--- src/rtl/addr_strap_pkg.sv ---
package addr_strap_pkg;

    typedef enum logic [1:0] {
        STRAP_LOW  = 2'b00,
        STRAP_HIGH = 2'b01,
        STRAP_SCL  = 2'b10,
        STRAP_SDA  = 2'b11
    } strap_code_e;

    // Per-strap tracking state: sticky disagreement flags plus the committed code
    typedef struct packed {
        logic        miss_scl;
        logic        miss_sda;
        strap_code_e code;
    } cls_state_t;

    typedef struct packed {
        logic active;
        logic init_done;
    } win_state_t;

    function automatic strap_code_e classify(input logic miss_scl,
                                             input logic miss_sda,
                                             input logic level);
        strap_code_e res;
        if (!miss_scl && miss_sda)      res = STRAP_SCL;
        else if (!miss_sda && miss_scl) res = STRAP_SDA;
        else if (level)                 res = STRAP_HIGH;
        else                            res = STRAP_LOW;
        return res;
    endfunction

endpackage

--- src/rtl/strap_bus_window.sv ---
module strap_bus_window
    import addr_strap_pkg::*;
(
    input  logic clk,
    input  logic rst_n,
    input  logic start_i,
    input  logic stop_i,
    output logic active_o,
    output logic init_o
);

    win_state_t w_d, w_q;

    always_comb begin
        w_d = w_q;
        w_d.init_done = 1'b1;
        if (start_i)     w_d.active = 1'b1;
        else if (stop_i) w_d.active = 1'b0;
    end

    always_ff @(posedge clk or negedge rst_n) begin
        if (!rst_n) w_q <= '0;
        else        w_q <= w_d;
    end

    assign active_o = w_q.active;
    assign init_o   = !w_q.init_done;

endmodule

--- src/rtl/strap_pin_classifier.sv ---
module strap_pin_classifier
    import addr_strap_pkg::*;
(
    input  logic        clk,
    input  logic        rst_n,
    input  logic        pin_i,
    input  logic        scl_i,
    input  logic        sda_i,
    input  logic        init_i,
    input  logic        start_i,
    input  logic        active_i,
    input  logic        stop_i,
    output strap_code_e code_o
);

    cls_state_t s_d, s_q;
    logic       miss_scl_n, miss_sda_n;

    always_comb begin
        s_d        = s_q;
        miss_scl_n = s_q.miss_scl | (pin_i ^ scl_i);
        miss_sda_n = s_q.miss_sda | (pin_i ^ sda_i);
        if (start_i) begin
            s_d.miss_scl = 1'b0;
            s_d.miss_sda = 1'b0;
        end else if (active_i) begin
            s_d.miss_scl = miss_scl_n;
            s_d.miss_sda = miss_sda_n;
            if (stop_i) s_d.code = classify(miss_scl_n, miss_sda_n, pin_i);
        end
        // First cycle after reset: bus lines assumed idle, level only
        if (init_i) s_d.code = pin_i ? STRAP_HIGH : STRAP_LOW;
    end

    always_ff @(posedge clk or negedge rst_n) begin
        if (!rst_n) begin
            s_q.miss_scl <= 1'b0;
            s_q.miss_sda <= 1'b0;
            s_q.code     <= STRAP_HIGH;
        end else begin
            s_q <= s_d;
        end
    end

    assign code_o = s_q.code;

endmodule

--- src/rtl/addr_strap_decoder.sv ---
module addr_strap_decoder
    import addr_strap_pkg::*;
#(
    parameter int NUM_PINS      = 2,
    parameter int PORTS_PER_PIN = 4,
    localparam int NIB_W        = 2 * NUM_PINS,
    localparam int PORT_W       = NUM_PINS * PORTS_PER_PIN
) (
    input  logic              clk,
    input  logic              rst_n,
    input  logic [NUM_PINS-1:0] strap_pin_i,
    input  logic              scl_i,
    input  logic              sda_i,
    input  logic              start_i,
    input  logic              stop_i,
    output logic [NIB_W-1:0]  addr_nibble_o,
    output logic [NUM_PINS-1:0] pullup_en_o,
    output logic [PORT_W-1:0] port_default_o
);

    typedef struct packed {
        logic [NUM_PINS-1:0] pull;
        logic [PORT_W-1:0]   dflt;
    } dflt_state_t;

    logic        bus_active;
    logic        init_cycle;
    dflt_state_t p_d, p_q;

    strap_bus_window u_window (
        .clk     (clk),
        .rst_n   (rst_n),
        .start_i (start_i),
        .stop_i  (stop_i),
        .active_o(bus_active),
        .init_o  (init_cycle)
    );

    for (genvar g = 0; g < NUM_PINS; g++) begin : g_pin
        strap_code_e code_w;

        strap_pin_classifier u_cls (
            .clk     (clk),
            .rst_n   (rst_n),
            .pin_i   (strap_pin_i[g]),
            .scl_i   (scl_i),
            .sda_i   (sda_i),
            .init_i  (init_cycle),
            .start_i (start_i),
            .active_i(bus_active),
            .stop_i  (stop_i),
            .code_o  (code_w)
        );

        assign addr_nibble_o[2*g +: 2] = code_w;
    end

    always_comb begin
        p_d = p_q;
        if (init_cycle) begin
            for (int g = 0; g < NUM_PINS; g++) begin
                p_d.pull[g]                           = strap_pin_i[g];
                p_d.dflt[g*PORTS_PER_PIN +: PORTS_PER_PIN] = {PORTS_PER_PIN{strap_pin_i[g]}};
            end
        end
    end

    always_ff @(posedge clk or negedge rst_n) begin
        if (!rst_n) p_q <= '1;
        else        p_q <= p_d;
    end

    assign pullup_en_o    = p_q.pull;
    assign port_default_o = p_q.dflt;

endmodule

--- config.mk ---
export PLATFORM = sky130hd
export DESIGN_NAME = addr_strap_decoder
export DESIGN_NICKNAME = d
export VERILOG_FILES = /design/src/rtl/addr_strap_pkg.sv /design/src/rtl/strap_bus_window.sv /design/src/rtl/strap_pin_classifier.sv /design/src/rtl/addr_strap_decoder.sv
export SDC_FILE = /design/constraint.sdc
export NUM_CORES = 1
export LEC_CHECK = 0
export ABC_AREA = 1
export BUFFER_PORTS_ARGS = -buffer_cell sky130_fd_sc_hd__buf_2
export CORE_AREA = 2 2 43 45
export CTS_BUF_LIST = sky130_fd_sc_hd__clkbuf_16
export DETAILED_ROUTE_END_ITERATION = 7
export DIE_AREA = 0 0 45 47
export GPL_ROUTABILITY_DRIVEN = 0
export PLACE_DENSITY = 0.79
export SETUP_SLACK_MARGIN = 0.15
export SLEW_MARGIN = 20
export SYNTH_ARGS = -nofsm -noshare
export SYNTH_HDL_FRONTEND = slang
export SYNTH_HIERARCHICAL = 1
export SYNTH_SLANG_ARGS = --single-unit
--- constraint.sdc ---
create_clock -name clk -period 1.5 [get_ports clk]
set_input_delay 0.15 -clock clk [delete_from_list [all_inputs] [get_ports clk]]
set_output_delay 0.15 -clock clk [all_outputs]
set_load 0.02 [all_outputs]
==> results of run 1 <==
-- through the flow --
stage	total power, mW	cell area [um^2]
after CTS	1.10	911
after global placement	0.614	826
after detailed placement	0.622	826
after floorplan	0.590	790
final	1.09	911
after global routing	1.15	911
-- final cells by class --
type                            count  share of cell area (%)
Sequential cell                    12                    33.5
Multi-Input combinational cell     63                    33.4
Timing Repair Buffer               22                    12.6
Inverter                           24                    9.89
Clock buffer                        3                    8.24
Tap cell                           17                    2.34
-- cells in the mapped netlist --
library cell	number
ha_1	4
inv_1	24
dfrtp_1	8
dfstp_2	4
nand2_1	32
nor2_1	12
nand2_2	2
nor2_2	2
buf_4	12
conb_1	1
nand3_1	8
nand3_2	2
-- cell families after synthesis --
logic type	count (synthesis)	share of synthesized area, %
flops	12	38.7
buf+inv	36	22.8
simple gates	58	31.7
other cells	1	0.475
fa+ha+maj	4	6.34
-- critical path, delay by kind of cell (launching register included) --
family	cells	cell delay, ns
AND/OR/NAND/NOR	5	0.38
adder cells (fa/ha/maj)	1	0.29
flip-flops	1	0.38
-- worst paths after layout --
kind / startpoint / to / slack [ns]
max: g_pin[1].u_cls/s_q[2] / g_pin[1].u_cls/code_o[1] / 0.39
min: strap_pin_i[0] / port_default_o[3] / 0.18
max reg2reg: g_pin[1].u_cls/s_q[2] / g_pin[1].u_cls/code_o[1] / 0.39
min reg2reg: port_default_o[3] / port_default_o[3] / 0.48
max in group asynchronous: rst_n / port_default_o[3] / 0.89
min in group asynchronous: rst_n / g_pin[1].u_cls/code_o[1] / 0.34
-- what timing repair did --
action	4_1_cts	5_1_grt
setup endpoints to repair	0	0
hold endpoints to repair	8	0
hold buffers	1	0
-- per-layer routing --
metal  part of all wire [%]  vias to the layer above  global-route usage, %
met5                      0                        -                      0
met4                      0                        0                   8.82
met3                    5.1                        0                   3.46
met2                     47                       21                   24.6
met1                     48                      287                   17.9
li1                       -                      335                      -
-- sequential cells by signal, summed over array words and instances, names as in the netlist --
| signal | count |
|---|---|
| g_pin.u_cls/s_q | 4 |
| port_default_o | 2 |
| g_pin.u_cls/code_o | 4 |
| u_window/w_q | 1 |
| u_window/active_o | 1 |
-- where the power goes --
part           leakage, nW  switching [mW]  total, mW  internal [mW]
combinational        0.410           0.150      0.230         0.0794
clock               0.0370           0.126      0.472          0.346
sequential           0.143          0.0224      0.390          0.367
total                0.590           0.298       1.09          0.793
==> run metrics, run 1 <==
clock skew=0.00192 ns; worst-case vdd ir drop=0.662 mV; first-pass GRT wire length=2.20 mm; most frequent CP cell=nand2_1; status=completed; unrepaired setup endpoints after global routing=false; Synthesis Warnings=6; CP cell instances=nor2_2 -> nand2_2 -> ha_1 -> nor2_1 -> nand2_1 -> nand2_1; crit end category=flip-flop; number of buffers added on ports=21; die height=47 um; Crit-path slowest cell=dfrtp_1; post-synth top area share=25.4%; hold slack=0.177 ns; Core Rows=15; #FFs+latches synth=12; FMAX=0.898 GHz; ranking of synthesized cells by area=dfrtp_1 25%, nand2_1 15%, dfstp_2 13%; net total in the final layout=138; hold path cells=3; CTS Buf Count=3; minimum clock period after layout=1.11 ns; CP peak stage delay=0.38 ns; area of the multi-input gates=304 um^2; Hold/Removal Path Class=in -> reg; Mapped Area=790 um^2; fin. max-slew vios=0; worst-skew pair later-pin latency=0.23 ns; Mapped Cells=111; fraction of layout cells with a size suffix above 1=27.4%; starting DRC count in detailed routing=6; vias in the first global route=541; clock sink total=12; TritonCTS clock tree=yes; area grow syn2layout=15.4%; CTS root buffer=clkbuf_16; largest net degree at the start of global routing=13; total global routing track utilization=14.9%; Die ar.=2120 um^2; Yosys cell types=12; most frequent cells in the layout=32 x nand2_1, 24 x inv_1, 21 x buf_2, 12 x nor2_1; # IOs=22; Fillers=154; Place WS=0.395 ns; Syn Area/Cell=7.11 um^2; dpl cells=137; Crit path required time=1.67 ns; Detailed Routing Iterations Pass 1=5; Max Cap Viol=0; final setup TNS=0 ns; Tcrit/Tclk final=74.3%; commonest non-fill, non-tap cell in the layout=nand2_1; core area=1650 um^2; Via density=4.56; Worst-path clk slew=0.04 ns; PD cells=1200 nW/um^2; DIE WIDTH=45 um; CP Launch Type=flip-flop; H-tree levels=1; Post-CTS Resized=0; non-filler cells, final=141; Static Leak=0.590 nW; Clock Path Buffers=2; dpl hpwl=1.04 mm; post-CTS setup buffer count=0; Final Setup Violations=0; final wirelength=1.41 mm; Vias=643; FF-to-FF path depth=6; Syn Nets=123; Critical Path AT=1.29 ns; register area=305 um^2; DRC Markers=0; GRT overflow=0; # diodes=0; Worst Path Max Fanout=3; DR WL/cell=9.97 um; setup ws final=0.386 ns; Initial Util=47.8%; sequential area share after synthesis=38.7%; post-synth top area cell=dfrtp_1; final hold violation count=0; antenna violations before repair=0; antenna violation net count after detailed routing=0; Setup CP Type=reg -> reg; Finished Core Util=55.2%
Note: power is estimated with default switching activity, not from simulation.
==> inputs of run 2 (changes only) <==
ABC_AREA = 0   (was 1)
CORE_AREA = 2 2 44 46   (was 2 2 43 45)
DIE_AREA = 0 0 46 48   (was 0 0 45 47)
PLACE_DENSITY = 0.76   (was 0.79)
clock period = 1 ns   (was 1.5 ns; I/O delays follow)
==> run 2 against run 1 <==
The run now ends with negative setup slack left. Maximum frequency decreased by 12%. Critical path depth unchanged. Global-route usage increased by 0.44 points. Die area increased by 4.4%. Synthesized cell count decreased by 35%. Utilization increased by 20 points. Combinational power increased to 2.6 times the previous value. Setup slack got worse by 0.66 ns. Area after synthesis decreased by 7.0%. Total power increased by 78%. Largest cell class is now multi-input gates. Largest power group unchanged. Highest routed layer is now met4.
==> run metrics, run 2 <==
status=finished, violations left; failing checks=negative setup slack; Yosys cell types=17 (+5); crit end category=flip-flop; largest net degree at the start of global routing=13 (unchanged); Tot Pwr=1.94 mW (+78%); CTS root buffer=clkbuf_16; setup ws final=-0.272 ns (-0.658 ns); sequential share of power=31.2% (-4.5 points); TritonCTS clock tree=yes; worst-case vdd ir drop=0.928 mV (+40%); Critical Path AT=1.42 ns (+0.13 ns); minimum clock period after layout=1.27 ns (+0.158 ns); #FFs+latches synth=12 (unchanged); antenna violation net count after detailed routing=0 (unchanged); clock skew=0.00286 ns (+0.000944 ns); Post-synth EDFFs=0 (unchanged); Mapped Area=734 um^2 (-7.0%); final setup TNS=-1.81 ns (-1.81 ns); area grow syn2layout=71.9%; Max Cap Viol=0 (unchanged); CP peak stage delay=0.37 ns (about the same); Tcrit/Tclk final=127% (+53 points); most used flip-flop cell after synthesis=dfrtp_1; GRT overflow=0 (unchanged); Worst Path Max Fanout=2 (-1); FMAX=0.786 GHz (-12%); vias in the first global route=548 (+1.3%); cell area after layout=1260 um^2 (+39%); PD cells=1540 nW/um^2 (+28%); dpl cells=106 (-23%); # IOs=22 (unchanged); Syn Area/Cell=10.2 um^2 (+43%); antenna violations before repair=0 (unchanged); Place WS=-0.291 ns (-0.687 ns); top cells by count, synth=12 x buf_4, 8 x dfrtp_1, 8 x inv_1, 8 x nor2_1, 6 x nor3_1; dpl hpwl=971 um (-7.0%); cell with the most instances after synthesis=buf_4; Static Leak=0.606 nW (+2.6%); core area=1690 um^2 (+2.3%); Worst Path Buf+Inv=2 (+2); post-synth top area share=27.3% (+1.9 points); Initial Util=43.5% (-4.3 points); worst-skew pair later-pin latency=0.24 ns (about the same); Worst-path clk slew=0.04 ns (about the same); Die ar.=2210 um^2 (+4.4%); number of buffers added on ports=21 (unchanged); met2 Track Usage GR=26.4% (+1.8 points); internal power=1.40 mW (+77%); starting DRC count in detailed routing=8 (+2); Clock Path Buffers=2 (unchanged); unrepaired setup endpoints after global routing=true; sequential area share after synthesis=41.6% (+2.9 points); Setup CP Type=reg -> reg; DR WL/cell=13.6 um (+36%); Crit path required time=1.15 ns (-0.52 ns); clock sink total=12 (unchanged); ranking of synthesized cells by area=dfrtp_1 27%, dfstp_2 14%, buf_4 12%; Hold/Removal Path Class=in -> reg; Finished Core Util=74.7% (+20 points); CP cell instances=nor2_2 -> buf_4 -> buf_4 -> ha_1 -> nor3_2 -> a2111oi_4; ys async rst share=100% (unchanged); commonest non-fill, non-tap cell in the layout=buf_6; first-pass GRT wire length=2.30 mm (+4.4%); post-synth top area cell=dfrtp_1; DRC Markers=0 (unchanged); most frequent cells in the layout=18 x buf_6, 16 x buf_4, 7 x dfrtp_1, 7 x buf_2, 6 x inv_1; # diodes=0 (unchanged); most frequent CP cell=buf_4; clock share of power=38.0% (-5.2 points); CTS Buf Count=3 (unchanged); met3 Usage GRT=3.40% (-0.065 points); Final Setup Violations=16 (+16); non-filler cells, final=123 (-13%); fin. max-slew vios=0 (unchanged); hold slack=0.0853 ns (-0.0921 ns); routing usage on met1=17.7% (-0.20 points); fraction of layout cells with a size suffix above 1=72.6% (+45 points); switching part of the total power=27.8% (+0.45 points); total global routing track utilization=15.4% (+0.44 points); Placement Cell Area=860 um^2 (+4.1%); Mapped Cells=72 (-35%); Psw=539 uW (+81%); Synthesis Warnings=6 (unchanged); die height=48 um (+2.1%); net total in the final layout=119 (-14%); final hold violation count=0 (unchanged); Gate power share=30.9% (+9.8 points); Syn Nets=84 (-32%); delay-heaviest family, CP=flip-flops; Core Rows=15 (unchanged); DIE WIDTH=46 um (+2.2%); GR peak layer=met2; Vias=598 (-7.0%); final wirelength=1.67 mm (+19%); Via density=4.86 (+6.6%); Crit-path slowest cell=dfrtp_1; H-tree levels=1 (unchanged); Detailed Routing Iterations Pass 1=4 (-1); CP Launch Type=flip-flop
==> run 2: cell count changes after synthesis, moves of 4 or more <==
| cell | change |
|---|---|
| inv_1 | -16 |
| nand2_1 | -30 |
| nand3_1 | -8 |
| nor3_1 | +6 |
| xor2_1 | +4 |
| nor3b_1 | +4 |
| nor2_1 | -4 |
==> run 2: power groups by stage <==
stage	combinational, mW	clock [mW]	sequential, mW
3_5_place_dp	0.371	0	0.586
5_1_grt	0.643	0.793	0.610
4_1_cts	0.484	0.750	0.596
2_1_floorplan	0.297	0	0.601
3_3_place_gp	0.362	0	0.584
6_report	0.598	0.736	0.604
==> run 2: cells by family (layout without fill, tap and decap cells) <==
kind of cell	count (synthesis)	count (layout)	share of synthesized area [%]
muxes	2	2	3.07
and+or+nand+nor	24	24	20.4
buffers and inverters	20	54	16.4
DFF	12	12	41.6
xor gates and xnor gates	4	4	4.77
adders and majority gates	4	4	6.81
other	1	1	0.511
AOI/OAI and AO/OA	5	5	6.47
==> run 2: layout make-up <==
cell class / instances / area, um^2
multi-input cells: 40 / 453
fillers: 108 / 427
repair buffers: 42 / 368
flip-flops and latches: 12 / 307
clock buffers: 3 / 75.1
inverters: 8 / 35.0
well taps: 17 / 21.3
clock inverters: 1 / 3.75
==> run 2: path summary, 6_finish.rpt <==
path,depth (start not counted),to,start,slack (ns)
max in group asynchronous,2,port_default_o[4],rst_n,0.45
hold / removal,2,u_window/active_o,start_i,0.09
hold reg to reg,2,g_pin[0].u_cls/code_o[0],u_window/w_q[0],0.58
setup reg to reg,6,g_pin[0].u_cls/code_o[0],g_pin[0].u_cls/s_q[2],-0.27
setup / recovery,6,g_pin[0].u_cls/code_o[0],g_pin[0].u_cls/s_q[2],-0.27
min in group asynchronous,2,g_pin[0].u_cls/s_q[3],rst_n,0.27
==> run 2: timing repair <==
item,CTS,global route
hold endpoints to repair,8,0
buffers inserted,6,6
setup endpoints to repair,23,24
resized for setup,33,25
hold buffers,1,0
pin swaps,2,9
==> run 2: layer usage <==
layer | vias to the layer above | routed length (um)
li1 | 288 | -
met1 | 281 | 644
met2 | 25 | 918
met3 | 4 | 73
met4 | 0 | 31
met5 | - | 0
